$ cat src/rtl/qpc_pkg.sv
package qpc_pkg;

  // Strobes from the control to the datapath
  typedef struct packed {
    logic clear;   // force the position counter to zero
    logic load;    // copy the configuration inputs into the working registers
    logic run;     // allow the phase registers to follow the decoded windows
  } qpcStrobes_t;

endpackage

$ cat src/rtl/qpc_phase_slot.sv
module qpc_phase_slot #(
  parameter int CNT_W = 8,
  parameter int EXT_W = CNT_W + 3,
  parameter int IDX   = 0
) (
  input  logic [CNT_W-1:0] cnt,
  input  logic [CNT_W-1:0] width,
  input  logic [CNT_W-1:0] gap,
  output logic             hit
);

  logic [EXT_W-1:0] stride;
  logic [EXT_W-1:0] startPos;
  logic [EXT_W-1:0] endPos;
  logic [EXT_W-1:0] cntExt;

  always_comb begin
    stride   = EXT_W'(width) + EXT_W'(gap);
    startPos = stride * EXT_W'(IDX);
    endPos   = startPos + EXT_W'(width);
    cntExt   = EXT_W'(cnt);
    hit      = (cntExt >= startPos) && (cntExt < endPos);
  end

endmodule

$ cat src/rtl/qpc_ctrl.sv
module qpc_ctrl
  import qpc_pkg::*;
(
  input  logic        rst,
  input  logic        enable,
  input  logic        cntAtEnd,
  input  logic        actValid,
  output qpcStrobes_t strb
);

  always_comb begin
    strb.clear = rst || !enable;
    // An invalid working setting is reloaded every cycle so a fix lands at once
    strb.load  = rst || !enable || !actValid || cntAtEnd;
    strb.run   = !rst && enable && actValid;
  end

endmodule

$ cat src/rtl/qpc_datapath.sv
module qpc_datapath
  import qpc_pkg::*;
#(
  parameter int CNT_W = 8,
  parameter int NPH   = 4
) (
  input  logic             clk,
  input  logic             rst,
  input  qpcStrobes_t      strb,
  input  logic [CNT_W-1:0] cfgPeriod,
  input  logic [CNT_W-1:0] cfgWidth,
  input  logic [CNT_W-1:0] cfgGap,
  output logic             cntAtEnd,
  output logic             actValid,
  output logic [NPH-1:0]   phaseOut,
  output logic             cfgError
);

  localparam int EXT_W = CNT_W + $clog2(NPH) + 1;

  logic [CNT_W-1:0] cnt;
  logic [CNT_W-1:0] actPeriod;
  logic [CNT_W-1:0] actWidth;
  logic [CNT_W-1:0] actGap;
  logic             actValidQ;
  logic [NPH-1:0]   phaseQ;
  logic [NPH-1:0]   slotHit;
  logic [EXT_W-1:0] needLen;
  logic             inValid;

  // Check the incoming setting before it is loaded
  always_comb begin
    needLen = (EXT_W'(cfgWidth) + EXT_W'(cfgGap)) * EXT_W'(NPH);
    inValid = (cfgWidth != '0) && (cfgGap != '0) &&
              (EXT_W'(cfgPeriod) >= needLen);
  end

  always_ff @(posedge clk) begin
    if (strb.load) begin
      actPeriod <= cfgPeriod;
      actWidth  <= cfgWidth;
      actGap    <= cfgGap;
      actValidQ <= inValid;
    end
  end

  always_ff @(posedge clk) begin
    if (strb.clear || strb.load) cnt <= '0;
    else                         cnt <= cnt + 1'b1;
  end

  assign cntAtEnd = (cnt == actPeriod - 1'b1);

  genvar k;
  generate
    for (k = 0; k < NPH; k++) begin : g_slot
      qpc_phase_slot #(
        .CNT_W(CNT_W),
        .EXT_W(EXT_W),
        .IDX  (k)
      ) u_slot (
        .cnt  (cnt),
        .width(actWidth),
        .gap  (actGap),
        .hit  (slotHit[k])
      );
    end
  endgenerate

  always_ff @(posedge clk) begin
    if (strb.run) phaseQ <= slotHit;
    else          phaseQ <= '0;
  end

  assign phaseOut = phaseQ;
  assign actValid = actValidQ;
  assign cfgError = !actValidQ;

  // at most one phase is high
  p_no_overlap_r1: assert property (@(posedge clk) disable iff (rst)
    $onehot0(phaseQ));

  // the counter stays inside a valid period
  p_cnt_in_period_r2: assert property (@(posedge clk) disable iff (rst)
    actValidQ |-> (cnt < actPeriod));

  // an invalid setting keeps every phase low
  p_error_quiet_r5: assert property (@(posedge clk) disable iff (rst)
    !actValidQ |-> (phaseQ == '0));

  // the working setting only changes when the counter restarts
  p_cfg_held_r6: assert property (@(posedge clk) disable iff (rst)
    (cnt != '0) |-> ($stable(actPeriod) && $stable(actWidth) && $stable(actGap)));

  // the next phase is still low on the edge where a phase falls
  generate
    for (k = 0; k < NPH; k++) begin : g_gapchk
      p_dead_gap_r9: assert property (@(posedge clk) disable iff (rst)
        $fell(phaseQ[k]) |-> !phaseQ[(k + 1) % NPH]);
    end
  endgenerate

endmodule

$ cat src/rtl/quad_phase_clkgen.sv
module quad_phase_clkgen
  import qpc_pkg::*;
#(
  parameter int CNT_W = 8
) (
  input  logic             clk,
  input  logic             rst,
  input  logic             enable,
  input  logic [CNT_W-1:0] cfgPeriod,
  input  logic [CNT_W-1:0] cfgWidth,
  input  logic [CNT_W-1:0] cfgGap,
  output logic [3:0]       phaseOut,
  output logic             cfgError
);

  localparam int NPH = 4;

  qpcStrobes_t strb;
  logic        cntAtEnd;
  logic        actValid;

  qpc_ctrl u_ctrl (
    .rst     (rst),
    .enable  (enable),
    .cntAtEnd(cntAtEnd),
    .actValid(actValid),
    .strb    (strb)
  );

  qpc_datapath #(
    .CNT_W(CNT_W),
    .NPH  (NPH)
  ) u_dp (
    .clk      (clk),
    .rst      (rst),
    .strb     (strb),
    .cfgPeriod(cfgPeriod),
    .cfgWidth (cfgWidth),
    .cfgGap   (cfgGap),
    .cntAtEnd (cntAtEnd),
    .actValid (actValid),
    .phaseOut (phaseOut),
    .cfgError (cfgError)
  );

  // a low enable silences all phases on the next edge
  p_disable_low_r7: assert property (@(posedge clk) disable iff (rst)
    !enable |=> (phaseOut == '0));

endmodule

$ cat config.mk
export PLATFORM = sky130hd
export DESIGN_NAME = quad_phase_clkgen
export DESIGN_NICKNAME = d
export VERILOG_FILES = /design/src/rtl/qpc_pkg.sv /design/src/rtl/qpc_phase_slot.sv /design/src/rtl/qpc_ctrl.sv /design/src/rtl/qpc_datapath.sv /design/src/rtl/quad_phase_clkgen.sv
export SDC_FILE = /design/constraint.sdc
export NUM_CORES = 1
export LEC_CHECK = 0
export CORE_ASPECT_RATIO = 0.7
export CORE_MARGIN = 4
export CORE_UTILIZATION = 43
export CTS_CLUSTER_DIAMETER = 150
export DETAILED_ROUTE_END_ITERATION = 8
export GPL_ROUTABILITY_DRIVEN = 0
export PLACE_DENSITY = 0.69
export SLEW_MARGIN = 20
export SYNTH_ARGS = -nofsm -noshare
export SYNTH_HDL_FRONTEND = slang
export SYNTH_HIERARCHICAL = 1
export SYNTH_SLANG_ARGS = --single-unit
$ cat constraint.sdc
create_clock -name clk -period 6.15 [get_ports clk]
set_input_delay 1.845 -clock clk [delete_from_list [all_inputs] [get_ports clk]]
set_output_delay 1.845 -clock clk [all_outputs]
set_load 0.05 [all_outputs]
==> impl_metrics.ini <==
[run_status]
status = finished clean

[logic_synthesis]
syn_inst = 584
ys_ff_latch = 37
syn_nets = 743
synth_top_area_share = 0.2934
yosys.area.top_type = ha_1
synthArstFlopShare = 0
syn_area_um2 = 5289
synth_seq_area_share = 0.1874
yosys_warnings = 6
synth_flop_cell = edfxtp_1
synth.distinct_cells = 67
synth_enable_flop_cells = 25
synth_area_leaders = ha_1 (29%), edfxtp_1 (14%), xnor2_1 (5.0%)
syn_area_per_cell_um2 = 9.056

[detailed_routing]
drt_iter0_drc = 173
wl_per_cell_um = 17.80
drc_errors = 0
drtAntennaViolNets = 0
drt-vias-per-instance = 5.795
drtPass1Iterations = 5
num_vias = 4520
wl_um = 13880

[floorplanning]
pin_count = 32
dieArea_um2 = 14170
rows = 33
die_y_um = 100.8
die_x_um = 140.6
start_util = 0.4463
core_um2 = 11850

[timing]
clock_skew_ns = 0.01072
maxSlewViolCount = 0
clock.fmax_mhz = 196.7
fin_crit_ns = 5.084
relSlewSlack = 0.5596
tns_ns = 0
whs_ns = 0.6385
worstMarginPinSlew_ns = 0.6597
period_share = 0.8266
rsz0062_at_grt = false
setup_viol_count_final = 0
hold_viol = 0

[clock_network]
ctsHoldBuffers = 0
htree_levels = 2
cts_tree = built
cts_inserted_buffers = 5
cts.sinks = 37
post_cts_buffers = 0
clock_path_buffers = 2
clk_pin_slew_worst_paths_ns = 0.06
postCtsResizedCells = 0
clockRootBuffer = clkbuf_16
clk_latency_ns = 0.30

[placed_design]
place_hpwl_um = 10960
io_buffers = 31

[cells_and_area]
layout_commonest_cell = ha_1
drive_gt1_frac = 0.05136
area_delta_synth_final_pct = 12.42
nNetsFinal = 781
final_cell_mix = ha_1 (124), inv_1 (59), a21oi_1 (49)
fillers = 1071
diodes = 0

[power]
combPwrFrac = 0.633
swShare = 0.4425
leakage_nw = 2.724
pwr-share-seq = 0.195
pwr-share-clk = 0.172
pwr_density_cell_nw_per_um2 = 262.7
p_sw_uw = 691.3
max-vdd-ir-drop_v = 0.0001300
p_int_uw = 870.8

[job]
drv_cap = 0

[setup_path]
worst_ep_required_time_ns = 6.39
crit_arrival_ns = 5.32
start_kind = register
r2r_cells = 19
worst-path-max-fanout = 11
r2r_slack_ns = 1.07
cp-end-kind = register
r2r_end = u_dp/phaseOut[3]
r2r_start = u_dp/actWidth[1]
critical_path_class = reg2reg

[hold_path]
hp-start = u_dp/cnt[0]
hold_end = u_dp/cnt[0]
hold_depth = 1
hold_path_class = reg2reg

[grt]
overflow = 0
grt_max_degree = 26
grt_pass1_vias = 4644
grt_first_pass_wirelength_um = 23000
antenna_found_initial = 0
gr-usage-all-layers = 0.2037
## synth_stat cells, types with 3 or more instances
master	n
or3_1	4
o31a_1	4
a211oi_2	3
and2_1	5
o211ai_1	6
a211oi_1	13
fa_1	8
o21a_1	7
o21ai_0	26
a21o_1	15
edfxtp_1	25
nand2_1	24
a21oi_1	49
a211o_1	3
ha_1	124
nor2_1	34
a221oi_1	4
nor2b_1	4
inv_1	59
xnor2_1	30
o31ai_1	4
dfxtp_1	12
a31oi_1	3
nand3b_1	3
nor4_1	6
nor3_1	4
nand3_1	8
o21bai_1	6
nand4_1	4
xor2_1	29
nand2b_1	13
## registers in the layout (all words and copies together), names as in the netlist
name and cells:
u_dp/actValid 1, u_dp/actGap 8, u_dp/actPeriod 8, u_dp/actWidth 8, u_dp/phaseOut 4, u_dp/cnt 8
## layer usage
layer / global-route usage / share of wire / up-vias
li1: - / - / 2233
met2: 0.3191 / 0.42 / 126
met4: 0.05510 / 0.019 / 0
met3: 0.04220 / 0.059 / 20
met5: 0 / 0 / -
met1: 0.2864 / 0.51 / 2141
## power by group through the flow
| stage | logic [mW] | registers, mW | clock network, mW |
|---|---|---|---|
| 3_3_place_gp | 0.917 | 0.309 | 0 |
| 4_1_cts | 0.975 | 0.304 | 0.278 |
| 5_1_grt | 1.13 | 0.306 | 0.285 |
| 3_5_place_dp | 0.965 | 0.310 | 0 |
| 6_report | 0.989 | 0.305 | 0.269 |
| 2_1_floorplan | 0.759 | 0.298 | 0 |
## critical path, stage by stage (launching register included)
cell and delay [ns]:
edfxtp_1 0.66, inv_1 0.19, fa_1 0.52, xnor2_1 0.36, ha_1 0.31, a21o_1 0.20
a21oi_1 0.23, o21bai_1 0.11, a21oi_1 0.28, xnor2_1 0.18, ha_1 0.31, a21oi_1 0.19
o21ai_0 0.13, xnor2_1 0.15, ha_1 0.19, a211oi_1 0.20, o21ai_0 0.11, a311o_1 0.35
a2111oi_2 0.20, and2_1 0.16
## cell families after synthesis
family	after synthesis	synth area share
AO/OA/AOI/OAI	163	0.2087
AND/OR/NAND/NOR	128	0.1322
adder cells (fa/ha/maj)	133	0.3258
flip-flops	37	0.1874
buffers and inverters	62	0.04400
multiplexers	2	0.004258
XOR/XNOR	59	0.09770
## worst max path at each step
| stage | start | endpoint | cells after the start |
|---|---|---|---|
| finish | u_dp/actWidth[1] | u_dp/phaseOut[3] | 19 |
| global route | u_dp/actWidth[1] | u_dp/phaseOut[3] | 19 |
| CTS | u_dp/actWidth[1] | u_dp/phaseOut[3] | 19 |
| detailed placement | u_dp/actWidth[1] | u_dp/phaseOut[3] | 19 |
| global placement | u_dp/actWidth[1] | u_dp/phaseOut[3] | 19 |
| floorplan | u_dp/actWidth[1] | u_dp/phaseOut[3] | 19 |
## metrics by stage
stage	instances	setup slack (ns)	util	total power, mW	instance area (um^2)
3_5_place_dp	772	1.150	0.4894	1.275	5799
3_3_place_gp	772	1.451	0.4894	1.226	5799
4_1_cts	780	1.094	0.5017	1.558	5946
5_1_grt	780	0.5805	0.5017	1.717	5946
2_1_floorplan	584	1.711	-	1.058	5289
6_report	780	1.066	0.5017	1.562	5946
## layout make-up
cell class              instances  area, um^2  area share
well taps                     157       196.4     0.03304
repair buffers                 32       317.8     0.05345
multi-input cells             485        4065      0.6837
clock inverters                 3       21.27    0.003577
flip-flops and latches         37       991.0      0.1667
inverters                      61       229.0     0.03851
clock buffers                   5       125.1     0.02104
No activity file was read; power rests on OpenSTA's default activity.
